**src/rtl/tle_pkg.sv**
```systemverilog
package tle_pkg;
  // Symbol held in each look-ahead slot; the output stage assigns polarity.
  typedef enum logic [1:0] {
    SYM_ZERO = 2'd0,
    SYM_MARK = 2'd1,
    SYM_BIP  = 2'd2,
    SYM_VIOL = 2'd3
  } sym_e;

  localparam int B8ZS_RUN  = 8;
  localparam int HDB3_RUN  = 4;
  localparam int MIN_DEPTH = 8;
endpackage

```
**src/rtl/tle_src_sel.sv**
```systemverilog
module tle_src_sel (
  input  logic clk,
  input  logic rst,
  input  logic pri_bclk,
  input  logic pri_pos,
  input  logic pri_neg,
  input  logic lb_bclk,
  input  logic lb_pos,
  input  logic lb_neg,
  input  logic lb_sel,
  input  logic alarm_en,
  output logic bit_stb,
  output logic bit_mark
);
  logic pri_q, lb_q;
  logic pri_fall, lb_fall;
  logic pri_mark, lb_mark;

  always_ff @(posedge clk) begin
    if (rst) begin
      pri_q <= 1'b0;
      lb_q  <= 1'b0;
    end else begin
      pri_q <= pri_bclk;
      lb_q  <= lb_bclk;
    end
  end

  assign pri_fall = pri_q & ~pri_bclk;
  assign lb_fall  = lb_q & ~lb_bclk;
  // Either rail high is one mark; tied NRZ rails collapse to one mark.
  assign pri_mark = pri_pos | pri_neg;
  assign lb_mark  = lb_pos | lb_neg;

  assign bit_stb  = lb_sel ? lb_fall : pri_fall;
  assign bit_mark = alarm_en | (lb_sel ? lb_mark : pri_mark);
endmodule

```
**src/rtl/tle_zcs_buf.sv**
```systemverilog
module tle_zcs_buf
  import tle_pkg::*;
#(
  parameter int DEPTH = 8
) (
  input  logic clk,
  input  logic rst,
  input  logic bit_stb,
  input  logic bit_mark,
  input  logic e1_mode,
  input  logic zcs_en,
  output sym_e leave_sym
);
  localparam int RUN_W = $clog2(DEPTH + 1);
  localparam logic [RUN_W-1:0] RUN_SAT = RUN_W'(DEPTH);

  sym_e             slot_q [DEPTH];
  sym_e             slot_d [DEPTH];
  logic [RUN_W-1:0] run_q;
  logic [RUN_W-1:0] lim_m1;
  logic             par_q;
  logic             sub_fire;

  assign lim_m1   = e1_mode ? RUN_W'(HDB3_RUN - 1) : RUN_W'(B8ZS_RUN - 1);
  assign sub_fire = zcs_en && !bit_mark && (run_q >= lim_m1);

  // Next buffer: shift by one slot, then overlay a code word on the
  // newest slots when a full zero run is complete.
  always_comb begin
    slot_d[0] = bit_mark ? SYM_MARK : SYM_ZERO;
    for (int i = 1; i < DEPTH; i++) begin
      slot_d[i] = slot_q[i-1];
    end
    if (sub_fire) begin
      if (!e1_mode) begin
        slot_d[4] = SYM_VIOL;
        slot_d[3] = SYM_BIP;
        slot_d[1] = SYM_VIOL;
        slot_d[0] = SYM_BIP;
      end else begin
        slot_d[0] = SYM_VIOL;
        if (!par_q) begin
          slot_d[3] = SYM_BIP;
        end
      end
    end
  end

  always_ff @(posedge clk) begin
    if (rst) begin
      for (int i = 0; i < DEPTH; i++) begin
        slot_q[i] <= SYM_ZERO;
      end
    end else if (bit_stb) begin
      slot_q <= slot_d;
    end
  end

  always_ff @(posedge clk) begin
    if (rst) begin
      run_q <= '0;
      par_q <= 1'b0;
    end else if (bit_stb) begin
      if (sub_fire) begin
        run_q <= '0;
        par_q <= 1'b0;
      end else if (bit_mark) begin
        run_q <= '0;
        par_q <= ~par_q;
      end else if (run_q < RUN_SAT) begin
        run_q <= run_q + 1'b1;
      end
    end
  end

  assign leave_sym = slot_q[DEPTH-1];
endmodule

```
**src/rtl/tle_ami_out.sv**
```systemverilog
module tle_ami_out
  import tle_pkg::*;
(
  input  logic clk,
  input  logic rst,
  input  logic bit_stb,
  input  sym_e leave_sym,
  output logic line_pos,
  output logic line_neg,
  output logic line_valid
);
  logic last_neg_q;

  always_ff @(posedge clk) begin
    if (rst) begin
      line_pos   <= 1'b0;
      line_neg   <= 1'b0;
      line_valid <= 1'b0;
      last_neg_q <= 1'b1;
    end else begin
      line_valid <= bit_stb;
      if (bit_stb) begin
        unique case (leave_sym)
          SYM_ZERO: begin
            line_pos <= 1'b0;
            line_neg <= 1'b0;
          end
          SYM_MARK, SYM_BIP: begin
            line_pos   <= last_neg_q;
            line_neg   <= ~last_neg_q;
            last_neg_q <= ~last_neg_q;
          end
          SYM_VIOL: begin
            line_pos <= ~last_neg_q;
            line_neg <= last_neg_q;
          end
          default: begin
            line_pos <= 1'b0;
            line_neg <= 1'b0;
          end
        endcase
      end
    end
  end
endmodule

```
**src/rtl/tle_line_encoder.sv**
```systemverilog
module tle_line_encoder
  import tle_pkg::*;
#(
  parameter int LOOK_DEPTH = 8
) (
  input  logic clk,
  input  logic rst,
  input  logic pri_bclk,
  input  logic pri_pos,
  input  logic pri_neg,
  input  logic lb_bclk,
  input  logic lb_pos,
  input  logic lb_neg,
  input  logic lb_sel,
  input  logic e1_mode,
  input  logic zcs_en,
  input  logic alarm_en,
  output logic line_pos,
  output logic line_neg,
  output logic line_valid
);
  localparam int DEPTH        = (LOOK_DEPTH < MIN_DEPTH) ? MIN_DEPTH : LOOK_DEPTH;
  localparam int LATENCY_BITS = DEPTH;

  logic bit_stb;
  logic bit_mark;
  sym_e leave_sym;

  tle_src_sel u_src (
    .clk      (clk),
    .rst      (rst),
    .pri_bclk (pri_bclk),
    .pri_pos  (pri_pos),
    .pri_neg  (pri_neg),
    .lb_bclk  (lb_bclk),
    .lb_pos   (lb_pos),
    .lb_neg   (lb_neg),
    .lb_sel   (lb_sel),
    .alarm_en (alarm_en),
    .bit_stb  (bit_stb),
    .bit_mark (bit_mark)
  );

  tle_zcs_buf #(.DEPTH(DEPTH)) u_zcs (
    .clk       (clk),
    .rst       (rst),
    .bit_stb   (bit_stb),
    .bit_mark  (bit_mark),
    .e1_mode   (e1_mode),
    .zcs_en    (zcs_en),
    .leave_sym (leave_sym)
  );

  tle_ami_out u_ami (
    .clk        (clk),
    .rst        (rst),
    .bit_stb    (bit_stb),
    .leave_sym  (leave_sym),
    .line_pos   (line_pos),
    .line_neg   (line_neg),
    .line_valid (line_valid)
  );
endmodule

```
**config.mk**
```make
export PLATFORM = sky130hd
export DESIGN_NAME = tle_line_encoder
export DESIGN_NICKNAME = d
export VERILOG_FILES = /design/src/rtl/tle_pkg.sv /design/src/rtl/tle_src_sel.sv /design/src/rtl/tle_zcs_buf.sv /design/src/rtl/tle_ami_out.sv /design/src/rtl/tle_line_encoder.sv
export SDC_FILE = /design/constraint.sdc
export NUM_CORES = 1
export LEC_CHECK = 0
export CAP_MARGIN = 20
export CORE_MARGIN = 5
export CORE_UTILIZATION = 50
export DETAILED_ROUTE_END_ITERATION = 16
export GPL_ROUTABILITY_DRIVEN = 1
export GPL_TIMING_DRIVEN = 0
export PLACE_DENSITY_LB_ADDON = 0.3
export SLEW_MARGIN = 10
export SYNTH_ARGS = -nofsm -noshare
export SYNTH_HDL_FRONTEND = slang
export SYNTH_SLANG_ARGS = --single-unit
```
**constraint.sdc**
```tcl
create_clock -name clk -period 2.6 [get_ports clk]
set_input_delay 0.52 -clock clk [delete_from_list [all_inputs] [get_ports clk]]
set_output_delay 0.52 -clock clk [all_outputs]
set_load 0.05 [all_outputs]
```
# After elaboration in Yosys (flattened, before gate mapping)
# Index checks and enable logic that the tools add are counted.
# op_classes
bitwise,9
eq_ne,3
n_mux,18
addsub,1
n_reduce_logical,10
order_cmp,2
# op_table
cell,count
4-bit 2-to-1 mux,5
2-bit 2-to-1 mux,4
1-bit 2-to-1 mux,6
1-bit one-hot mux with 3 select lines,2
2-bit AND reduction,3
"4-bit by 1-bit adder with 4-bit output, second input constant",1
"2-bit == test, second input constant",2
4-bit greater-or-equal comparator,1
"4-bit < comparator, second input constant",1
1-bit NOT,4
3-bit 2-to-1 mux,1
1-bit OR,3
3-bit nonzero test,1
1-bit AND,2
"2-bit by 1-bit == test with 1-bit output, second input constant",1
1-bit logical AND,2
2-bit logical NOT,1
2-bit nonzero test,1
2-bit OR reduction,1
1-bit logical NOT,1
# word_totals
elab_cells,59
out_inout_bits,3
register_bits,27
in_bits,12

# Longest topological paths before layout
# Gate-level depths: netlist of run 1.
# logic_depth
word_depth,8
ltp_mapped,6
ltp_nobuf,5

# Modules after synthesis
# From an unflattened synthesis of run 1, not the netlist that was laid out.
# hier_totals
hier_cells,121
hier_area_um2,1164.9
# modules_own_cells
module,cells_each,n_inst,area_each_um2
tle_zcs_buf,96,1,909.6
tle_ami_out,15,1,161.4
tle_src_sel,10,1,93.8

# Worst setup path after synthesis of run 1
# No wires, ideal clock.
# synth_path
path_type,input to register
start,input port e1_mode
end,register u_zcs.run_q[2]
path_buffers,0
stages,5
setup_slack_ns,0.737
setup_ns,0.058
t_arrival_ns,1.805
path_cell_list,ha_1 a211oi_2 o22ai_1 a2111oi_0 a21o_1
# synth_via
elab_chain_cells,5
# synth_lines
element,line_no,text
"start, declared",tle_line_encoder.sv:15,"input logic e1_mode,"
3-bit 2-to-1 mux *,tle_zcs_buf.sv:24,assign lim_m1 = e1_mode ? RUN_W'(HDB3_RUN - 1) : RUN_W'(B8ZS_RUN - 1);
4-bit greater-or-equal comparator *,tle_zcs_buf.sv:25,assign sub_fire = zcs_en && !bit_mark && (run_q >= lim_m1);
1-bit logical AND *,tle_zcs_buf.sv:25,
3-bit nonzero test (no line),--,
2-bit AND reduction (no line),--,
"end signal, assigned",tle_zcs_buf.sv:71,run_q <= run_q + 1'b1;
"end, declared",tle_zcs_buf.sv:19,logic [RUN_W-1:0] run_q;
# Every way passes the cells marked *; elsewhere a longest branch is shown, timed or not.
# A chain may end at the register's enable or synchronous reset.

# Worst setup path in the final report of run 1
# Same ends and word-level chain as after synthesis.

==> results of run 1 <==
-- placed cells by master (no fill, tap or decap), types with 2 or more instances in the layout --
cell              n
buf_4             2
o221a_1           4
nor2b_1           3
a21o_1            2
o22ai_1           2
nor3_1            3
inv_1             3
nand2_1          20
a21oi_1          12
a211oi_1          3
buf_2             2
ha_1              3
a311oi_1          3
clkbuf_4          3
dfxtp_1          27
nand3_1           2
nor2_1            6
mux2i_1           2
nand2b_1          2
clkdlybuf4s50_1  14
clkbuf_1          2
-- stage by stage --
step / hold slack [ns] / instances / power (mW) / util (%)
2_1_floorplan: 0.431 / 122 / 0.486 / -
3_3_place_gp: 0.440 / 164 / 0.521 / 60.6
3_5_place_dp: 0.447 / 164 / 0.523 / 60.6
4_1_cts: 0.464 / 168 / 0.695 / 61.9
5_1_grt: 0.488 / 168 / 0.721 / 61.9
6_report: 0.462 / 168 / 0.690 / 61.9
-- worst max-delay path, stage by stage --
cell             delay (ns)
clkdlybuf4s50_1        0.59
ha_1                   0.28
a211oi_2               0.36
o22ai_1                0.24
a2111oi_0              0.41
a21o_1                 0.12
-- power groups by stage --
stage / combinational, mW / clock, mW / sequential (mW)
finish: 0.0834 / 0.176 / 0.430
global route: 0.0903 / 0.199 / 0.432
CTS: 0.0840 / 0.181 / 0.430
floorplan: 0.0401 / 0 / 0.446
detailed placement: 0.0836 / 0 / 0.439
global placement: 0.0822 / 0 / 0.439
-- flip-flops by register name (all words and copies together) (netlist names) --
signal	count
u_zcs.slot_d	8
u_zcs.slot_q	6
u_src.pri_q	1
u_zcs.par_q	1
u_zcs.run_q	4
u_ami.line_valid	1
u_zcs.leave_sym	2
u_ami.line_neg	1
u_ami.line_pos	1
u_ami.last_neg_q	1
u_src.lb_q	1
-- final timing paths --
check                           cells past startpoint                      endpoint                    startpoint
worst max-delay path                                6   u_zcs.run_q[2]$_SDFFE_PP0P_                       e1_mode
worst max register to register                      5   u_zcs.run_q[2]$_SDFFE_PP0P_   u_zcs.run_q[2]$_SDFFE_PP0P_
worst min register to register                      2  u_zcs.slot_d[3]$_SDFFE_PP0P_  u_zcs.slot_d[5]$_SDFFE_PP0P_
worst min-delay path                                2  u_zcs.slot_d[3]$_SDFFE_PP0P_  u_zcs.slot_d[5]$_SDFFE_PP0P_
-- cells by family (layout without fill, tap and decap cells) --
group | Yosys count | count (layout)
muxes | 2 | 2
buffers and inverters | 10 | 28
and+or+nand+nor | 46 | 46
DFF | 27 | 27
AOI/OAI and AO/OA | 34 | 34
adders and majority gates | 3 | 3
-- layout make-up --
class	count	area (µm²)	share of cell area, %
clock inverter	1	5.00	0.366
clock buffer	3	22.5	1.65
inverter	4	15.0	1.10
timing repair buffer	14	140	10.2
tap	28	35.0	2.56
multi-input combinational	85	578	42.2
buffer	6	32.5	2.38
sequential	27	541	39.5
-- layer usage --
| metal | vias up | GRT usage [%] | part of all wire [%] |
|---|---|---|---|
| li1 | 478 | - | - |
| met1 | 451 | 16.1 | 44 |
| met2 | 21 | 27.9 | 51 |
| met3 | 2 | 2.63 | 4.1 |
| met4 | 0 | 4.97 | 0.84 |
| met5 | - | 0 | 0 |
==> metrics, run 1 <==
Hold Crit Class flip-flop to flip-flop; via count 952; sequential power share 62.4%; asr flop ratio synth 0%; Tcrit/Tclk final 86.5%; Max-cap violations 0; CP Max Fanout 5; Synth Cell Area 1170 µm²; RSZ-0062 raised after global routing false; setup TNS 0 ns; Netlist cell types 38; H-tree lvl count 1; Comb power frac 12.1%; placer congestion estimate 0.844; post-CTS sizing 0; GRT overflow 0; Nets 156; Clock Pin Slew Worst Setup and Hold Paths 0.14 ns; hold buffers post-CTS 0; CTS root buf clkbuf_4; maximum clock insertion buffer count 2; drt total wl 2270 µm; Antenna Cells 0; Worst setup SP type input pin; share of layout cells above drive strength 1 10.7%; r2r setup slk 0.75 ns; simple-gate share of the synthesized area 21.8%; Fillers 205; Die X-Extent 58.3 µm; GRT Total Usage 14.7%; largest net degree at the start of global routing 16; area post-placement 1340 µm²; Worst Max-Slew Pin Slew 0.493 ns; pwr dens 504 nW/µm²; Avg Synthesized Cell Area 9.56 µm²; Die Ht 58.3 µm; syn nets 137; Main synth FF type dfxtp_1; Pleak 0.513 nW; top cells by area, synth dfxtp_1 46%, nand2_1 6.4%, a21oi_1 5.2%; Post-CTS Setup Inserts 0; wire per inst 13.5 µm; run status finished, final reports clean; Vias per Instance 5.67; FP Rows 17; die area 3400 µm²; # setup viols final 0; Post-Synth Adder-Cell Area 3.22%; CP Data Required Time 2.87 ns; P_int 0.520 mW; drt pass-1 iters 4; EDFF count, synth 0; total clock sinks 27; TritonCTS buffer count 3; Clock Latency Late Sink 0.32 ns; Yosys reg bits 27; # port buffers 14; Tmin final 2.25 ns; Routed Antenna Nets 0; register area share after synthesis 46.4%; Ys Warns 0; Final Hold Viols 0; cell count after synthesis 122; clk_skew 0.00792 ns; vias in the first global route 963; design area 1370 µm²; Initial Utilization 52.7%; Compound-Gate Fraction of Synth Area 22.9%; Yosys top cell area share 46.4%; CTS tree done; first-pass GRT wire length 3920 µm; FMAX 445 MHz; Post-synth top cells 27 x dfxtp_1, 20 x nand2_1, 12 x a21oi_1; maximum vdd ir drop 0.000294 V; largest family of logic cells by synthesized area compound AO/OA/AOI/OAI gates; Iter 0 DRT Violations 15; Final Max Slew Viols 0; WS Path Type input pin to flip-flop; CORE AREA 2210 µm²; top-count cell post-synth dfxtp_1; Area Overhead vs Synth 17.4%; capturing element type of the critical path flip-flop; Place WS 0.0244 ns; crit path DAT 2.52 ns; post-synthesis mux area share 1.72%; DRC violations left 0; Relative slew margins 67.0%; I/O pin count 15; Sw Ratio 24.6%; xor/xnor share of the synthesized area 0%; Final WS setup 0.352 ns; hpwl dp 1710 µm; Sw Pwr 0.170 mW; initial antenna violation count 0; leading area contributor after synthesis dfxtp_1; clock power share 25.5%
Power figures use the tool's default switching activity.
==> run 2, diff against run 1 <==
--- a/config.mk
+++ b/config.mk
@@ -5,7 +5,7 @@
 export SDC_FILE = /design/constraint.sdc
 export NUM_CORES = 1
 export LEC_CHECK = 0
-export CAP_MARGIN = 20
+export CAP_MARGIN = 0
 export CORE_MARGIN = 5
 export CORE_UTILIZATION = 50
 export DETAILED_ROUTE_END_ITERATION = 16
==> results of run 2 <==
Same layout as run 1: the final DEF is identical, and so are final timing and power.
